--- src/rtl/uart_fifo_pkg.sv ---
package uart_fifo_pkg;

  function automatic int rx_trig_level(input logic [1:0] code);
    case (code)
      2'd0:    return 8;
      2'd1:    return 16;
      2'd2:    return 56;
      default: return 60;
    endcase
  endfunction

  function automatic int tx_trig_level(input logic [1:0] code);
    case (code)
      2'd0:    return 8;
      2'd1:    return 16;
      2'd2:    return 32;
      default: return 56;
    endcase
  endfunction

endpackage

--- src/rtl/uart_fcr_reg.sv ---
module uart_fcr_reg (
  input  logic       clk,
  input  logic       rst_n,
  input  logic       ctl_wr,
  input  logic [7:0] ctl_wdata,
  output logic       fifo_en,
  output logic       blk_mode,
  output logic [1:0] tx_code,
  output logic [1:0] rx_code,
  output logic       clr_tx,
  output logic       clr_rx
);
  logic       fifo_en_nxt, blk_mode_nxt;
  logic [1:0] tx_code_nxt, rx_code_nxt;
  logic       en_change;

  always_comb begin
    en_change    = ctl_wr && (ctl_wdata[0] != fifo_en);
    clr_rx       = ctl_wr && (ctl_wdata[1] || en_change);
    clr_tx       = ctl_wr && (ctl_wdata[2] || en_change);
    fifo_en_nxt  = fifo_en;
    blk_mode_nxt = blk_mode;
    tx_code_nxt  = tx_code;
    rx_code_nxt  = rx_code;
    if (ctl_wr) begin
      fifo_en_nxt  = ctl_wdata[0];
      blk_mode_nxt = ctl_wdata[3];
      tx_code_nxt  = ctl_wdata[5:4];
      rx_code_nxt  = ctl_wdata[7:6];
    end
  end

  always_ff @(posedge clk or negedge rst_n) begin
    if (!rst_n) begin
      fifo_en  <= 1'b0;
      blk_mode <= 1'b0;
      tx_code  <= 2'd0;
      rx_code  <= 2'd0;
    end else begin
      fifo_en  <= fifo_en_nxt;
      blk_mode <= blk_mode_nxt;
      tx_code  <= tx_code_nxt;
      rx_code  <= rx_code_nxt;
    end
  end
endmodule

--- src/rtl/uart_stat_fifo.sv ---
module uart_stat_fifo #(
  parameter int DEPTH = 64,
  parameter int W     = 8,
  localparam int AW   = $clog2(DEPTH),
  localparam int CW   = $clog2(DEPTH + 1)
) (
  input  logic          clk,
  input  logic          rst_n,
  input  logic          clr,
  input  logic          single,
  input  logic          push,
  input  logic [W-1:0]  push_data,
  input  logic          pop,
  output logic [W-1:0]  head,
  output logic [CW-1:0] count,
  output logic          full,
  output logic          empty,
  output logic          drop
);
  logic [W-1:0]  mem [DEPTH];
  logic [AW-1:0] rd_ptr, wr_ptr, rd_ptr_nxt, wr_ptr_nxt;
  logic [CW-1:0] cnt_nxt;
  logic          do_push, do_pop;

  always_comb begin
    full    = single ? (count != '0) : (count == CW'(DEPTH));
    empty   = (count == '0);
    do_push = push && !full;
    do_pop  = pop && !empty;
    drop    = push && full && !clr;
    head    = mem[rd_ptr];
    if (clr) begin
      rd_ptr_nxt = '0;
      wr_ptr_nxt = '0;
      cnt_nxt    = '0;
    end else begin
      rd_ptr_nxt = rd_ptr + AW'(do_pop);
      wr_ptr_nxt = wr_ptr + AW'(do_push);
      cnt_nxt    = count + CW'(do_push) - CW'(do_pop);
    end
  end

  always_ff @(posedge clk or negedge rst_n) begin
    if (!rst_n) begin
      rd_ptr <= '0;
      wr_ptr <= '0;
      count  <= '0;
    end else begin
      rd_ptr <= rd_ptr_nxt;
      wr_ptr <= wr_ptr_nxt;
      count  <= cnt_nxt;
    end
  end

  always_ff @(posedge clk) begin
    if (do_push && !clr) mem[wr_ptr] <= push_data;
  end

  assert_no_overflow_R3: assert property (@(posedge clk) disable iff (!rst_n)
    count <= (single ? CW'(1) : CW'(DEPTH)) || $past(!single));
  assert_no_growth_R11: assert property (@(posedge clk) disable iff (!rst_n)
    (!clr && !push) |=> (count <= $past(count)));
  assert_no_shrink_R11: assert property (@(posedge clk) disable iff (!rst_n)
    (!clr && !pop) |=> (count >= $past(count)));
  assert_flush_empties_R2: assert property (@(posedge clk) disable iff (!rst_n)
    clr |=> (count == '0));
endmodule

--- src/rtl/uart_fifo_dma.sv ---
module uart_fifo_dma #(
  parameter int DEPTH = 64,
  parameter int W     = 8
) (
  input  logic         clk,
  input  logic         rst_n,
  input  logic         ctl_wr,
  input  logic [7:0]   ctl_wdata,
  input  logic         thr_wr,
  input  logic [W-1:0] thr_wdata,
  input  logic         rhr_rd,
  output logic [W-1:0] rhr_rdata,
  input  logic         ser_tx_pop,
  output logic [W-1:0] ser_tx_data,
  output logic         ser_tx_valid,
  input  logic         ser_rx_push,
  input  logic [W-1:0] ser_rx_data,
  output logic         txrdy_n,
  output logic         rxrdy_n,
  output logic         tx_irq,
  output logic         rx_irq,
  output logic         rx_overrun
);
  import uart_fifo_pkg::*;
  localparam int CW = $clog2(DEPTH + 1);

  logic          fifo_en, blk_mode, clr_tx, clr_rx, blk_sig;
  logic [1:0]    tx_code, rx_code;
  logic [CW-1:0] tx_cnt, rx_cnt, tx_thr, rx_thr;
  logic          tx_full, tx_empty, rx_full, rx_empty, tx_drop, rx_drop;
  logic          ovr_nxt;

  uart_fcr_reg u_fcr (
    .clk(clk), .rst_n(rst_n), .ctl_wr(ctl_wr), .ctl_wdata(ctl_wdata),
    .fifo_en(fifo_en), .blk_mode(blk_mode), .tx_code(tx_code),
    .rx_code(rx_code), .clr_tx(clr_tx), .clr_rx(clr_rx)
  );

  uart_stat_fifo #(.DEPTH(DEPTH), .W(W)) u_txq (
    .clk(clk), .rst_n(rst_n), .clr(clr_tx), .single(!fifo_en),
    .push(thr_wr), .push_data(thr_wdata), .pop(ser_tx_pop),
    .head(ser_tx_data), .count(tx_cnt), .full(tx_full), .empty(tx_empty),
    .drop(tx_drop)
  );

  uart_stat_fifo #(.DEPTH(DEPTH), .W(W)) u_rxq (
    .clk(clk), .rst_n(rst_n), .clr(clr_rx), .single(!fifo_en),
    .push(ser_rx_push), .push_data(ser_rx_data), .pop(rhr_rd),
    .head(rhr_rdata), .count(rx_cnt), .full(rx_full), .empty(rx_empty),
    .drop(rx_drop)
  );

  always_comb begin
    tx_thr       = CW'(tx_trig_level(tx_code));
    rx_thr       = CW'(rx_trig_level(rx_code));
    blk_sig      = fifo_en && blk_mode;
    ser_tx_valid = !tx_empty;
    txrdy_n      = blk_sig ? tx_full : !tx_empty;
    rxrdy_n      = blk_sig ? !(rx_cnt > rx_thr) : rx_empty;
    tx_irq       = fifo_en ? (tx_cnt < tx_thr) : tx_empty;
    rx_irq       = fifo_en ? (rx_cnt >= rx_thr) : !rx_empty;
    ovr_nxt      = clr_rx ? 1'b0 : (rx_overrun || rx_drop);
  end

  always_ff @(posedge clk or negedge rst_n) begin
    if (!rst_n) rx_overrun <= 1'b0;
    else        rx_overrun <= ovr_nxt;
  end

  assert_overrun_sticky_R4: assert property (@(posedge clk) disable iff (!rst_n)
    (rx_overrun && !clr_rx) |=> rx_overrun);
  assert_drop_flags_R4: assert property (@(posedge clk) disable iff (!rst_n)
    (rx_drop && !rx_rd_unused(rhr_rd)) |=> rx_overrun);
  assert_full_holds_R7: assert property (@(posedge clk) disable iff (!rst_n)
    (blk_sig && txrdy_n && !ser_tx_pop && !ctl_wr) |=> txrdy_n);
  assert_rx_flush_R2: assert property (@(posedge clk) disable iff (!rst_n)
    (ctl_wr && ctl_wdata[1]) |=> (!rx_irq && rxrdy_n && !rx_overrun));

  function automatic logic rx_rd_unused(input logic rd);
    return 1'b0 & rd;
  endfunction

  logic unused_ok;
  assign unused_ok = tx_drop & rx_full;
endmodule

--- config.mk ---
export PLATFORM = sky130hd
export DESIGN_NAME = uart_fifo_dma
export DESIGN_NICKNAME = d
export VERILOG_FILES = /design/src/rtl/uart_fifo_pkg.sv /design/src/rtl/uart_fcr_reg.sv /design/src/rtl/uart_stat_fifo.sv /design/src/rtl/uart_fifo_dma.sv
export SDC_FILE = /design/constraint.sdc
export NUM_CORES = 1
export LEC_CHECK = 0
export ABC_AREA = 0
export CORE_MARGIN = 10
export CORE_UTILIZATION = 40
export DETAILED_ROUTE_END_ITERATION = 10
export GPL_TIMING_DRIVEN = 0
export SYNTH_ARGS = -nofsm -noshare
export SYNTH_HDL_FRONTEND = slang
export SYNTH_SLANG_ARGS = --single-unit
--- constraint.sdc ---
create_clock -name clk -period 2.89 [get_ports clk]
set_input_delay 0.4335 -clock clk [delete_from_list [all_inputs] [get_ports clk]]
set_output_delay 0.4335 -clock clk [all_outputs]
set_load 0.05 [all_outputs]
# Yosys cells after proc, flatten, opt, wreduce, memory -nomap -nowiden
# Memory sizes are Yosys's and may differ from the RTL's.
# Cells that the tools add are included.
[totals]
reg_bits = 45
latch_bits = 0
ram_bits = 1024
rom_bits = 0
inputBits = 31
output_inout_bits = 22
word_cells = 78
memories = 2
[memory_table]
columns = ["name", "depth", "width", "rd", "rd_clocked_by_memory_dff", "wr", "line", "rtl"]
rows = [
  ["u_rxq.mem", 64, 8, 1, 0, 1, "uart_stat_fifo.sv:20", "logic [W-1:0] mem [DEPTH];"],
  ["u_txq.mem", 64, 8, 1, 0, 1, "uart_stat_fifo.sv:20", ""],
]
[classes]
addsub = 8
mul = 0
div_mod_pow = 0
n_lt_le_gt_ge = 3
eq_ne = 7
n_shift = 0
n_mux = 19
n_bitwise = 0
n_reduce_logical = 28
[op_table]
columns = ["cell", "n"]
rows = [
  ["$pmux 6 s3", 2],
  ["$add 6x1->6", 4],
  ["$mux 6", 4],
  ["$add 7x1->7", 2],
  ["$eq 7x7->1 const B", 2],
  ["$logic_not 7->1", 2],
  ["$mux 7", 2],
  ["$reduce_bool 7->1", 2],
  ["$sub 7x1->7", 2],
  ["$logic_and 1x1->1", 12],
  ["$mux 1", 11],
  ["$ge 7x7->1", 1],
  ["$gt 7x7->1", 1],
  ["$logic_not 1->1", 7],
  ["$lt 7x7->1", 1],
  ["$eq 2x1->1 const B", 2],
  ["$eq 2x2->1 const B", 2],
  ["$logic_not 2->1", 2],
  ["$logic_or 1x1->1", 3],
  ["$ne 1x1->1", 1],
]

# Longest topological paths before layout
[logic_depth]
depth_word = 8
depth_mapped = 16
depth_no_buf = 15

# By module
# Synthesis repeated with hierarchy kept, for this count alone.
[hier_totals]
hier_cells = 2202
area_unflattened_um2 = 42995.0
[by_module_without_submodules]
columns = ["module", "n_inst", "cells_per_inst", "area_each_um2", "seq_area_each_um2"]
rows = [
  ["uart_stat_fifo", 2, 1072, 21202.8, 15850.2],
  ["uart_fifo_dma", 1, 42, 314.1, 25.0],
  ["uart_fcr_reg", 1, 16, 275.3, 150.1],
]

# Worst setup path before layout
# OpenSTA, ideal clock, no wires.
[synth_path]
path_type = "reg2reg"
from = "register u_txq.count[5]"
to = "register u_txq.count[6]"
t_arrival_ns = 2.815
t_required_ns = 2.754
path_slack_ns = -0.061
path_stages_with_launch = 16
n_path_buf = 1
period_less_slack_ns = 2.951
cell_sequence = "dfrtp_1 inv_1 ha_1 nand4bb_4 or2_1 clkbuf_2 a21boi_2 ha_1 inv_1 fa_1 nand2b_1 a21oi_1 o21ai_0 a21oi_1 or3_1 a21oi_1"
[synth_via]
word_cells_on_any_way = 11
[synth_lines]
columns = ["item", "line", "rtl"]
rows = [
  ["start: declaration", "uart_stat_fifo.sv:15", "output logic [CW-1:0] count,"],
  ["start signal: assignment", "uart_stat_fifo.sv:51", "count <= cnt_nxt;"],
  ["$logic_not 7->1", "uart_stat_fifo.sv:27", "empty = (count == '0);"],
  ["$logic_not 1->1", "--", ""],
  ["via ser_tx_valid", "uart_fifo_dma.sv:15", "output logic ser_tx_valid,"],
  ["$logic_and 1x1->1", "uart_stat_fifo.sv:29", "do_pop = pop && !empty;"],
  ["$sub 7x1->7", "uart_stat_fifo.sv:39", "cnt_nxt = count + CW'(do_push) - CW'(do_pop);"],
  ["$mux 7", "uart_stat_fifo.sv:32", "if (clr) begin"],
  ["via u_txq.cnt_nxt[6]", "uart_stat_fifo.sv:22", "logic [CW-1:0] cnt_nxt;"],
]
# The timed path passes the listed nets, and every way through them passes these cells.
# A chain may end at the register's enable or synchronous reset.

# Worst setup path in the final report
[layout_path]
from = "register u_txq.rd_ptr[0]"
to = "output ser_tx_data[0]"
[layout_via]
elab_chain_cells = 1
[layout_lines]
columns = ["item", "line", "rtl"]
rows = [
  ["start: declaration", "uart_stat_fifo.sv:21", "logic [AW-1:0] rd_ptr, wr_ptr, rd_ptr_nxt, wr_ptr_nxt;"],
  ["start signal: assignment", "uart_stat_fifo.sv:49", "rd_ptr <= rd_ptr_nxt;"],
  ["$mem_v2 64x8", "--", ""],
  ["end: declaration", "uart_fifo_dma.sv:14", "output logic [W-1:0] ser_tx_data,"],
]
# Every way passes these cells.

==> flow_summary.ini <==
[run_status]
run_status = complete, but fails checks
failed_checks = setup timing

[synthesis]
ys.flop_type = sky130_fd_sc_hd__edfxtp_1
synth_enable_flop_cells = 1024
synthCells = 2166
yosysSeqAreaShare_pct = 74.9
synth.yosys.warnings = 0
synth_nets = 2229
avgSynthCellArea_um2 = 19.6
synth_seq_cells = 1069
synth.area.top_cells = sky130_fd_sc_hd__edfxtp_1 72%, sky130_fd_sc_hd__mux4_2 13%, sky130_fd_sc_hd__dfrtp_1 2.6%, sky130_fd_sc_hd__nor2_1 1.6%, sky130_fd_sc_hd__mux2i_1 1.6%
synthDominantCellAreaShare_pct = 72.3
synth.lib_cells_used.distinct = 59
synthArstFlopShare_pct = 4.21
synth.cell_area_um2 = 42500
post-synth-top-area-cell = sky130_fd_sc_hd__edfxtp_1

[clocking]
clkSlewWorstSetupHoldPaths_ns = 0.06
cts-root-buf = sky130_fd_sc_hd__clkbuf_16
clock_tree.buffer_depth = 3
clk_latency_ns = 0.70
clock_sink_count = 1069
cts_inserted_buffers = 106
tritoncts_clock_tree = done
h_tree_lvls = 3

[hold_path]
min_from = thr_wdata[7]
hold_path_end = u_txq.mem[52][7]$_DFFE_PP_
worstHoldPathCells = 1
hold_path_class = input pin to flop

[detailed_routing]
dr_total_vias = 22200
drt_iter0_markers = 1894
first_pass_iters = 5
ant_nets = 0
postRouteWirelength_mm = 104
avgRoutedWirePerCell_um = 26.4
drc = 0
drt-vias-per-instance = 5.60

[floorplanning]
floorplan_die_width_um = 346
start_util_pct = 40.4
num_io_pins = 53
floorplan.die_area_um2 = 120000
fp.dieH_um = 346
placementRows = 119
fp.coreArea_um2 = 105000

[worst_setup_path]
critPathArrivalTime_ns = 3.24
crit_path_end_kind = output port
regToRegStartpoint = u_txq.count[5]$_DFF_PN0_
r2r-end = u_txq.count[6]$_DFF_PN0_
rrSetupSlack_ns = -0.11
startpoint_type = flop
crit_fanout = 9
worst-setup-path-type = flop to output port
critPathLaunch = u_txq.rd_ptr[0]$_DFF_PN0_
worst-r2r-cell-count = 16
cp.required_ns = 2.46

[timing]
maximum_achievable_frequency_ghz = 0.272
worst_slack_ns = -0.783
layout_worst_path_cycle_share_pct = 127
timing_hold_violations_final = 0
finalSetupViolations = 176
final_setup_skew_ns = 0.0615
grt_setup_unrepaired = true
timing_max_transition_violations_final = 0
time_the_final_worst_path_needs_with_i_o_delays_and_setup_ns = 3.67
max_slew_margin_pct = 34.8
worstMarginPinSlew_ns = 0.978

[global_routing]
grt_usage_pct = 16.9
grt_first_pass_wirelength_mm = 152
grt-ovfl-total = 0
number_of_antenna_violations_at_the_first_check_in_global_routing = 1
first_global_vias = 22700
pin_count_of_the_biggest_net_entering_global_routing = 63

[power_and_ir_drop]
power_density_nw_per_um2 = 816
max-vdd-ir-drop_uv = 494
leakage_nw = 16.5

[placed_design]
hpwl_mm = 67.5
dpl_worst_slack_ns = -1.43
number_of_input_and_output_port_buffers_inserted = 52
place.gp.congestion = 0.900

[run]
max_cap_viol_count = 0

[final_layout]
flow.area_growth_from_synthesis_pct = 23.5
fraction_of_layout_instances_using_a_drive_strength_above_1_pct = 36.8
final_util_pct = 49.8
mostFrequentLayoutCell = sky130_fd_sc_hd__edfxtp_1
final_nets = 2551
final_cell_mix = 1024 x sky130_fd_sc_hd__edfxtp_1, 247 x sky130_fd_sc_hd__mux4_2, 128 x sky130_fd_sc_hd__nor2_4
==> report_power, final <==
group          switching [mW]  internal (mW)  leakage (nW)
combinational            6.60           5.93          5.10
sequential              0.200           17.2          9.79
clock                    5.71           7.24          1.60
==> per-stage QoR <==
stage,total power [mW],std cells,instance area [um2],hold slack (ns),setup TNS [ns]
after detailed placement,28.0,3626,45100,0.365,-998.10
after floorplan,24.6,2166,42500,0.138,-0.603
after global placement,27.9,3609,44800,0.498,-1088.48
final,42.9,3963,52500,0.0502,-15.49
after CTS,42.2,3873,50500,0.00828,-177.22
after global routing,44.4,3962,52500,0.0239,-54.23
==> how the worst max path moves through the flow <==
stage | depth (start not counted) | endpoint | slack (ns)
6_report | 7 | ser_tx_data[0] | -0.78
5_1_grt | 9 | ser_tx_data[0] | -0.86
4_1_cts | 9 | ser_tx_data[4] | -0.80
3_5_place_dp | 8 | u_rxq.mem[42][3]$_DFFE_PP_ | -1.43
3_3_place_gp | 8 | u_rxq.mem[42][4]$_DFFE_PP_ | -1.31
2_1_floorplan | 9 | u_rxq.mem[51][0]$_DFFE_PP_ | -0.01
==> critical path: stages, from the launching register on <==
cell and delay, ns:
sky130_fd_sc_hd__dfrtp_2 0.43, sky130_fd_sc_hd__buf_12 0.17, sky130_fd_sc_hd__buf_16 0.17, sky130_fd_sc_hd__mux4_2 0.54, sky130_fd_sc_hd__mux4_2 0.58, sky130_fd_sc_hd__a32oi_2 0.22
sky130_fd_sc_hd__o211ai_1 0.18, sky130_fd_sc_hd__buf_4 0.23
==> area by class of cell <==
| type | count | area (um2) |
|---|---|---|
| clock buffer | 132 | 2810 |
| tap | 1391 | 1740 |
| buffer | 114 | 1080 |
| sequential | 1069 | 31900 |
| fill | 8337 | 52900 |
| timing repair buffer | 221 | 2790 |
| multi-input combinational | 947 | 11700 |
| inverter | 29 | 111 |
| clock inverter | 59 | 453 |
| antenna | 1 | 2.50 |
==> routing by layer <==
metal / GRT usage, % / vias up / wire, um
met2: 28.3 / 810 / 52400
met1: 22.7 / 11800 / 42600
met3: 2.80 / 177 / 6460
li1: - / 9440 / -
met4: 5.10 / 2 / 3010
met5: 0 / - / 13
==> logic make-up (layout without fill, tap and decap cells) <==
family | Yosys count | after routing | synth area share, %
DFF | 1069 | 1069 | 74.9
and+or+nand+nor | 391 | 391 | 4.16
muxes | 334 | 334 | 15.2
AOI/OAI and AO/OA | 166 | 166 | 2.60
buffers and inverters | 150 | 555 | 1.66
adders and majority gates | 32 | 32 | 0.976
xor gates and xnor gates | 24 | 24 | 0.494
other | 0 | 1 | 0
==> sequential cells by signal, summed over array words and instances (netlist names), 2 cells and up <==
signal         cells
u_rxq.count        7
u_txq.rd_ptr       6
u_rxq.wr_ptr       6
u_txq.mem        512
u_rxq.rd_ptr       6
u_fcr.rx_code      2
u_rxq.mem        512
u_txq.wr_ptr       6
u_txq.count        7
u_fcr.tx_code      2
==> repair_timing <==
action / in CTS / in global routing
gates resized for setup: 521 / 248
setup endpoints to repair: 1050 / 1051
pin swaps: 60 / 93
hold buffers: 1 / 0
hold endpoints to repair: 45 / 0
gates cloned: 2 / 1
setup buffers: 57 / 93
==> synthesized netlist by cell type (all sizes together), types with 13 or more instances <==
| cell | number |
|---|---|
| edfxtp | 1024 |
| mux4 | 247 |
| nor2 | 180 |
| nand2 | 101 |
| buf | 76 |
| mux2i | 66 |
| clkbuf | 45 |
| dfrtp | 45 |
| a21oi | 43 |
| ha | 30 |
| nand3 | 28 |
| a22oi | 27 |
| inv | 27 |
| o21ai | 24 |
| mux2 | 21 |
| nor2b | 20 |
| xor2 | 13 |
Power figures use the tool's default switching activity.
